### config.mk
export PLATFORM = sky130hd
export DESIGN_NAME = atomAttrChecker
export DESIGN_NICKNAME = d
export VERILOG_FILES = /design/src/rtl/atomAttrPkg.sv /design/src/rtl/atomAttrTable.sv /design/src/rtl/atomAttrCtrl.sv /design/src/rtl/atomAttrChecker.sv
export SDC_FILE = /design/constraint.sdc
export NUM_CORES = 2
export LEC_CHECK = 0
export CAP_MARGIN = 20
export CORE_MARGIN = 5
export CORE_UTILIZATION = 37
export CTS_CLUSTER_SIZE = 24
export DETAILED_ROUTE_END_ITERATION = 12
export HOLD_SLACK_MARGIN = 0.15
export SETUP_SLACK_MARGIN = 0.5
export SLEW_MARGIN = 20
export SYNTH_ARGS = -nofsm -noshare
export SYNTH_HDL_FRONTEND = slang
export SYNTH_SLANG_ARGS = --single-unit
### constraint.sdc
create_clock -name clk -period 10.7 [get_ports clk]
set_input_delay 2.14 -clock clk [delete_from_list [all_inputs] [get_ports clk]]
set_output_delay 2.14 -clock clk [all_outputs]
set_load 0.01 [all_outputs]
### src/rtl/atomAttrPkg.sv
package atomAttrPkg;
  localparam int ADDR_W      = 32;
  localparam int NUM_WIDTHS  = 4;
  localparam int NUM_REGIONS = 8;
  localparam int IDX_W       = $clog2(NUM_REGIONS);
  localparam int SZ_W        = $clog2(NUM_WIDTHS);

  localparam logic [3:0] OP_LR   = 4'd0;
  localparam logic [3:0] OP_SC   = 4'd1;
  localparam logic [3:0] OP_SWAP = 4'd2;
  localparam logic [3:0] OP_ADD  = 4'd3;
  localparam logic [3:0] OP_AND  = 4'd4;
  localparam logic [3:0] OP_OR   = 4'd5;
  localparam logic [3:0] OP_XOR  = 4'd6;
  localparam logic [3:0] OP_MAXU = 4'd10;

  typedef struct packed {
    logic [ADDR_W-1:0]     base;
    logic [ADDR_W-1:0]     size;
    logic [1:0]            amoLvl;
    logic [1:0]            rsrvLvl;
    logic [NUM_WIDTHS-1:0] rdWidths;
    logic [NUM_WIDTHS-1:0] wrWidths;
  } regionT;

  // strobes from control to the table datapath
  typedef struct packed {
    logic [NUM_REGIONS-1:0] entryWr;
    logic                   lookupEn;
  } ctrlStrobeT;
endpackage

### src/rtl/atomAttrTable.sv
module atomAttrTable
  import atomAttrPkg::*;
(
  input  logic              clk,
  input  logic              rstN,
  input  ctrlStrobeT        strobe,
  input  regionT            wrEntry,
  input  logic [ADDR_W-1:0] lookupAddr,
  output logic              hit,
  output regionT            hitAttr
);
  regionT                 entries [NUM_REGIONS];
  logic [NUM_REGIONS-1:0] matchVec;

  for (genvar i = 0; i < NUM_REGIONS; i++) begin : gEntry
    always_ff @(posedge clk) begin
      if (!rstN)                   entries[i] <= '0;
      else if (strobe.entryWr[i])  entries[i] <= wrEntry;
    end
    assign matchVec[i] = (entries[i].size != '0) &&
                         (lookupAddr >= entries[i].base) &&
                         ((lookupAddr - entries[i].base) < entries[i].size);
  end

  // lowest index wins: scan downward so the last assignment is the lowest
  always_comb begin
    hit     = 1'b0;
    hitAttr = '0;
    for (int i = NUM_REGIONS - 1; i >= 0; i--) begin
      if (matchVec[i] && strobe.lookupEn) begin
        hit     = 1'b1;
        hitAttr = entries[i];
      end
    end
  end

  // at most one entry is written per cycle
  assert_single_write_R9: assert property (@(posedge clk) disable iff (!rstN)
    $onehot0(strobe.entryWr));
  // a hit needs an enabled lookup
  assert_hit_needs_lookup_R2: assert property (@(posedge clk) disable iff (!rstN)
    hit |-> strobe.lookupEn);
endmodule

### src/rtl/atomAttrCtrl.sv
module atomAttrCtrl
  import atomAttrPkg::*;
(
  input  logic              clk,
  input  logic              rstN,
  input  logic              cfgWrEn,
  input  logic [IDX_W-1:0]  cfgWrIdx,
  input  logic              reqValid,
  input  logic [ADDR_W-1:0] reqAddr,
  input  logic [SZ_W-1:0]   reqWidth,
  input  logic [3:0]        reqOp,
  input  logic              hit,
  input  regionT            hitAttr,
  output ctrlStrobeT        strobe,
  output logic              rspValid,
  output logic              rspGrant,
  output logic              rspFault,
  output logic              rspNoEventual
);
  logic [ADDR_W-1:0] lowMask;
  logic misaligned, widthOk, isRsrv, rsrvOk, amoOk, allowNow, noEvNow;

  always_comb begin
    strobe.entryWr = '0;
    if (cfgWrEn) strobe.entryWr[cfgWrIdx] = 1'b1;
    strobe.lookupEn = reqValid;
  end

  assign lowMask    = (ADDR_W'(1) << reqWidth) - ADDR_W'(1);
  assign misaligned = |(reqAddr & lowMask);
  assign widthOk    = hitAttr.rdWidths[reqWidth] && hitAttr.wrWidths[reqWidth];
  assign isRsrv     = (reqOp == OP_LR) || (reqOp == OP_SC);
  assign rsrvOk     = (hitAttr.rsrvLvl == 2'd1) || (hitAttr.rsrvLvl == 2'd2);

  always_comb begin
    if (reqOp == OP_SWAP)
      amoOk = hitAttr.amoLvl >= 2'd1;
    else if (reqOp == OP_AND || reqOp == OP_OR || reqOp == OP_XOR)
      amoOk = hitAttr.amoLvl >= 2'd2;
    else if (reqOp == OP_ADD || (reqOp >= 4'd7 && reqOp <= OP_MAXU))
      amoOk = hitAttr.amoLvl == 2'd3;
    else
      amoOk = 1'b0;
  end

  assign allowNow = hit && !misaligned && widthOk && (isRsrv ? rsrvOk : amoOk);
  assign noEvNow  = allowNow && isRsrv && (hitAttr.rsrvLvl == 2'd1);

  always_ff @(posedge clk) begin
    if (!rstN) begin
      rspValid      <= 1'b0;
      rspGrant      <= 1'b0;
      rspFault      <= 1'b0;
      rspNoEventual <= 1'b0;
    end else begin
      rspValid      <= reqValid;
      rspGrant      <= reqValid && allowNow;
      rspFault      <= reqValid && !allowNow;
      rspNoEventual <= reqValid && noEvNow;
    end
  end

  assert_rsp_follows_req_R1: assert property (@(posedge clk) disable iff (!rstN)
    reqValid |=> rspValid);
  assert_quiet_when_idle_R1: assert property (@(posedge clk) disable iff (!rstN)
    !rspValid |-> !(rspGrant || rspFault || rspNoEventual));
  assert_grant_xor_fault_R11: assert property (@(posedge clk) disable iff (!rstN)
    rspValid |-> (rspGrant != rspFault));
  assert_noev_implies_grant_R6: assert property (@(posedge clk) disable iff (!rstN)
    rspNoEventual |-> rspGrant);
  assert_misaligned_faults_R8: assert property (@(posedge clk) disable iff (!rstN)
    (reqValid && misaligned) |=> rspFault);
endmodule

### src/rtl/atomAttrChecker.sv
module atomAttrChecker
  import atomAttrPkg::*;
(
  input  logic              clk,
  input  logic              rstN,
  input  logic              cfgWrEn,
  input  logic [IDX_W-1:0]  cfgWrIdx,
  input  logic [ADDR_W-1:0] cfgBase,
  input  logic [ADDR_W-1:0] cfgSize,
  input  logic [1:0]        cfgAmoLvl,
  input  logic [1:0]        cfgRsrvLvl,
  input  logic [NUM_WIDTHS-1:0] cfgRdWidths,
  input  logic [NUM_WIDTHS-1:0] cfgWrWidths,
  input  logic              reqValid,
  input  logic [ADDR_W-1:0] reqAddr,
  input  logic [SZ_W-1:0]   reqWidth,
  input  logic [3:0]        reqOp,
  output logic              rspValid,
  output logic              rspGrant,
  output logic              rspFault,
  output logic              rspNoEventual
);
  ctrlStrobeT strobe;
  regionT     wrEntry;
  regionT     hitAttr;
  logic       hit;

  assign wrEntry = '{base: cfgBase, size: cfgSize, amoLvl: cfgAmoLvl,
                     rsrvLvl: cfgRsrvLvl, rdWidths: cfgRdWidths,
                     wrWidths: cfgWrWidths};

  atomAttrTable uTable (
    .clk(clk), .rstN(rstN), .strobe(strobe), .wrEntry(wrEntry),
    .lookupAddr(reqAddr), .hit(hit), .hitAttr(hitAttr)
  );

  atomAttrCtrl uCtrl (
    .clk(clk), .rstN(rstN), .cfgWrEn(cfgWrEn), .cfgWrIdx(cfgWrIdx),
    .reqValid(reqValid), .reqAddr(reqAddr), .reqWidth(reqWidth), .reqOp(reqOp),
    .hit(hit), .hitAttr(hitAttr), .strobe(strobe),
    .rspValid(rspValid), .rspGrant(rspGrant), .rspFault(rspFault),
    .rspNoEventual(rspNoEventual)
  );
endmodule

==> summary.md <==
| Metric | Value |
|---|---|
| Outcome | `complete, no violations` |
| Routed vias | `33,790` |
| Synth top area cells | `edfxtp_1 (42%), ha_1 (15%), and2_1 (8.9%)` |
| # DRC | `0` |
| Row cnt | `125` |
| Final hold vios | `0` |
| Critical Path End Type | `flip-flop` |
| Worst Hold Class | `reg2reg` |
| Post-route cell area | `0.0497 sq mm` |
| Core ar. | `0.117 sq mm` |
| Max Transition Viols Final | `0` |
| Slowest cell on the critical path | `a2111oi_1` |
| Worst path arrival time | `~10000 ps` |
| Cells after synthesis | `about 4,400` |
| Period Utilization, post-route | `88.5%` |
| Clock Latency Late Sink | `660 ps` |
| Synth-to-Final Area Change | `14.1%` |
| Die area | `0.125 sq mm` |
| Leakage | `21.1 nW` |
| Top cell type's share of synthesized area | `between 40% and 50%` |
| Clock sink count | `612` |
| I/O pin count | `between 100 and 150` |
| RSZ-0062 raised after global routing | `false` |
| Post-synth ARST share | `0%` |
| # port buffers | `roughly 120` |
| Max cap viols | `0` |
| Crit Path Class | `in2reg` |
| Slew HR | `25.3%` |
| Syn nets | `5,032` |
| Routed len/inst | `about 24 um` |
| Post-synth EDFFs | `608` |
| Post-synth top flop | `edfxtp_1` |
| Crit-path max cell delay | `730 ps` |
| Critical-path maximum fanout | `4` |
| Vias per cell | `5.46` |
| HPWL Detailed | `107,000 um` |
| Routed Antenna Nets | `0` |
| Global-route wire length before repair | `215,000 um` |
| Setup Viol. Count Final | `0` |
| Synth Register Bits | `612` |
| Cell Area, Synth | `0.0436 sq mm` |
| Clock Skews | `38.7 ps` |
| Vias in the first global route | `32,644` |
| Area leader, netlist | `edfxtp_1` |
| CP startpoint kind | `input pin` |
| Setup TNS | `0 ps` |
| YS warnings | `0` |
| VDD IR max | `0.100 mV` |
| Placement Cell Area | `0.0470 sq mm` |
| CTS Hold Bufs | `0` |
| Pwr/cell area | `154 mW/mm^2` |
| Layout Cells excl Fill | `6,188` |
| Syn_area_per_cell | `9.91 sq um` |
| DP Cell Count | `6,029` |
| DIE WIDTH | `353 um` |
| Initial antenna violation count | `51` |
| Drt first-iter violations | `3,232` |
| Grt ovf | `0` |
| Period minus WS final | `~9500 ps` |
| Drt total wl | `149,000 um` |
| Nets | `5,220` |
| CTS tree | `yes` |
| Worst-margin pin slew | `1120 ps` |
| Initial Utilization | `37.4%` |
| WP data required | `11,200 ps` |
| Reg clk slew, reported paths | `approximately 60 ps` |
| CTS max path bufs | `3` |
| Ratio of cells with drive above 1 in the final layout | `5.96%` |
| Pre-antenna DRT Iters | `6` |
| DIE HEIGHT | `around 350 um` |
| Pin count of the biggest net entering global routing | `77` |
| Fmax | `roughly 110 MHz` |
| GRT Overall Usage | `23.2%` |
| Gpl congestion | `0.952` |
| Setup WS pre-CTS | `slightly below 600 ps` |
| CTS Root Cell | `clkbuf_16` |
| Setup ws final | `between 1000 and 1500 ps` |
| Final core utilization | `42.6%` |
| Distinct cells, synth | `105` |
| CTS Buf Count | `75` |
| Htree depth | `3` |
| Register area share after synthesis | `42.1%` |
## area by class of cell
| cell class | count | area [sq um] |
|---|---|---|
| Antenna cell | 20 | 50.0 |
| Timing Repair Buffer | 196 | 1850 |
| Fill cell | 11195 | 66800 |
| Sequential cell | 612 | 18300 |
| Inverter | 587 | 2200 |
| Multi-Input combinational cell | 3113 | 22800 |
| Clock buffer | 89 | 2010 |
| Clock inverter | 47 | 510 |
| Tap cell | 1524 | 1910 |
## stage by stage
step	hold slack, ps	total power [mW]
4_1_cts	828	7.65
3_3_place_gp	785	4.94
5_1_grt	868	7.99
3_5_place_dp	801	4.96
2_1_floorplan	666	4.29
6_report	827	7.63
## per-layer routing
layer | up-vias | global-route usage, % | share of wire [%] | wire (um)
met2 | 1233 | 37.2 | 45 | 66800
met3 | 266 | 3.49 | 7.5 | 11200
li1 | 16096 | - | - | -
met5 | - | 0 | 0.036 | 53
met1 | 16189 | 31.2 | 42 | 63000
met4 | 6 | 10.8 | 5.4 | 8030
## power breakdown
group / internal [mW] / total, mW / switching [mW]
combinational: 0.815 / 2.08 / 1.26
sequential: 2.80 / 2.87 / 0.0716
clock: 1.61 / 2.68 / 1.07
## critical path: cells and delay by family
family | cells | cell delay, ps
compound gates | 23 | 4670
buf+inv | 4 | 1120
fa+ha+maj | 4 | 1050
simple gates | 5 | 850
xor+xnor | 1 | 180
## repair_timing
item	CTS	global route
gates resized for setup	0	2
setup endpoints to repair	0	3
buffers inserted	0	0
## Yosys cell counts (all sizes together) (6+ instances only)
library cell	instances
mux2i	7
a31o	8
o21ai	174
o31ai	13
xor2	58
clkbuf	71
nor2	171
and2	622
a211o	15
and4	13
a2111oi	14
nor3	53
ha	506
o311ai	8
inv	587
fa	8
nor2b	36
o211ai	23
a21boi	17
or3	22
o21bai	32
nand2b	33
nand4	92
a21oi	305
or2	13
buf	13
o2111ai	6
xnor2	157
nand3	74
nor4	87
a21o	109
a22oi	6
a211oi	35
nand2	194
o221ai	7
o21a	39
edfxtp	608
a31oi	22
a221oi	11
a41oi	8
and3	34
## flip-flops by register name, summed over array words and instances, names as in the netlist
signal               count
uCtrl.rspGrant           1
uTable.entries         608
uCtrl.rspFault           1
uCtrl.rspValid           1
uCtrl.rspNoEventual      1
## cells by family after synthesis
logic type	after synthesis	synth area share [%]
DFF	612	42.1
buffers and inverters	672	5.92
adders and majority gates	514	14.9
muxes	7	0.161
AOI/OAI and AO/OA	910	13.6
and+or+nand+nor	1467	19.0
xor gates and xnor gates	215	4.32
## cells in the final DEF (no fill, tap or decap), types with 32 or more instances in the layout
| master | synthesis | routed |
|---|---|---|
| nor4_1 | 85 | 85 |
| and2_1 | 618 | 618 |
| xnor2_1 | 157 | 157 |
| a21o_1 | 103 | 103 |
| clkdlybuf4s50_1 | 0 | 124 |
| o21a_1 | 39 | 39 |
| nand2_1 | 194 | 194 |
| clkbuf_16 | 0 | 79 |
| ha_1 | 506 | 506 |
| xor2_1 | 58 | 58 |
| nand3_1 | 73 | 73 |
| o21bai_1 | 32 | 32 |
| o21ai_0 | 167 | 161 |
| nor2_1 | 169 | 163 |
| nand2b_1 | 33 | 33 |
| nand4_1 | 92 | 92 |
| edfxtp_1 | 608 | 608 |
| buf_4 | 0 | 67 |
| nor3_1 | 52 | 50 |
| nor2b_1 | 36 | 36 |
| inv_1 | 587 | 587 |
| a21oi_1 | 302 | 302 |
## path summary, 6_finish.rpt
check / startpoint / to / slack, ps / cells past startpoint
hold reg to reg: uTable.entries[0][9] / uCtrl.rspNoEventual / 830 / 5
setup / recovery: reqAddr[0] / uCtrl.rspFault / 1230 / 37
setup reg to reg: uTable.entries[0][274] / uCtrl.rspFault / 3170 / 32
hold / removal: uTable.entries[0][9] / uCtrl.rspNoEventual / 830 / 5
No activity file was read; power rests on OpenSTA's default activity.
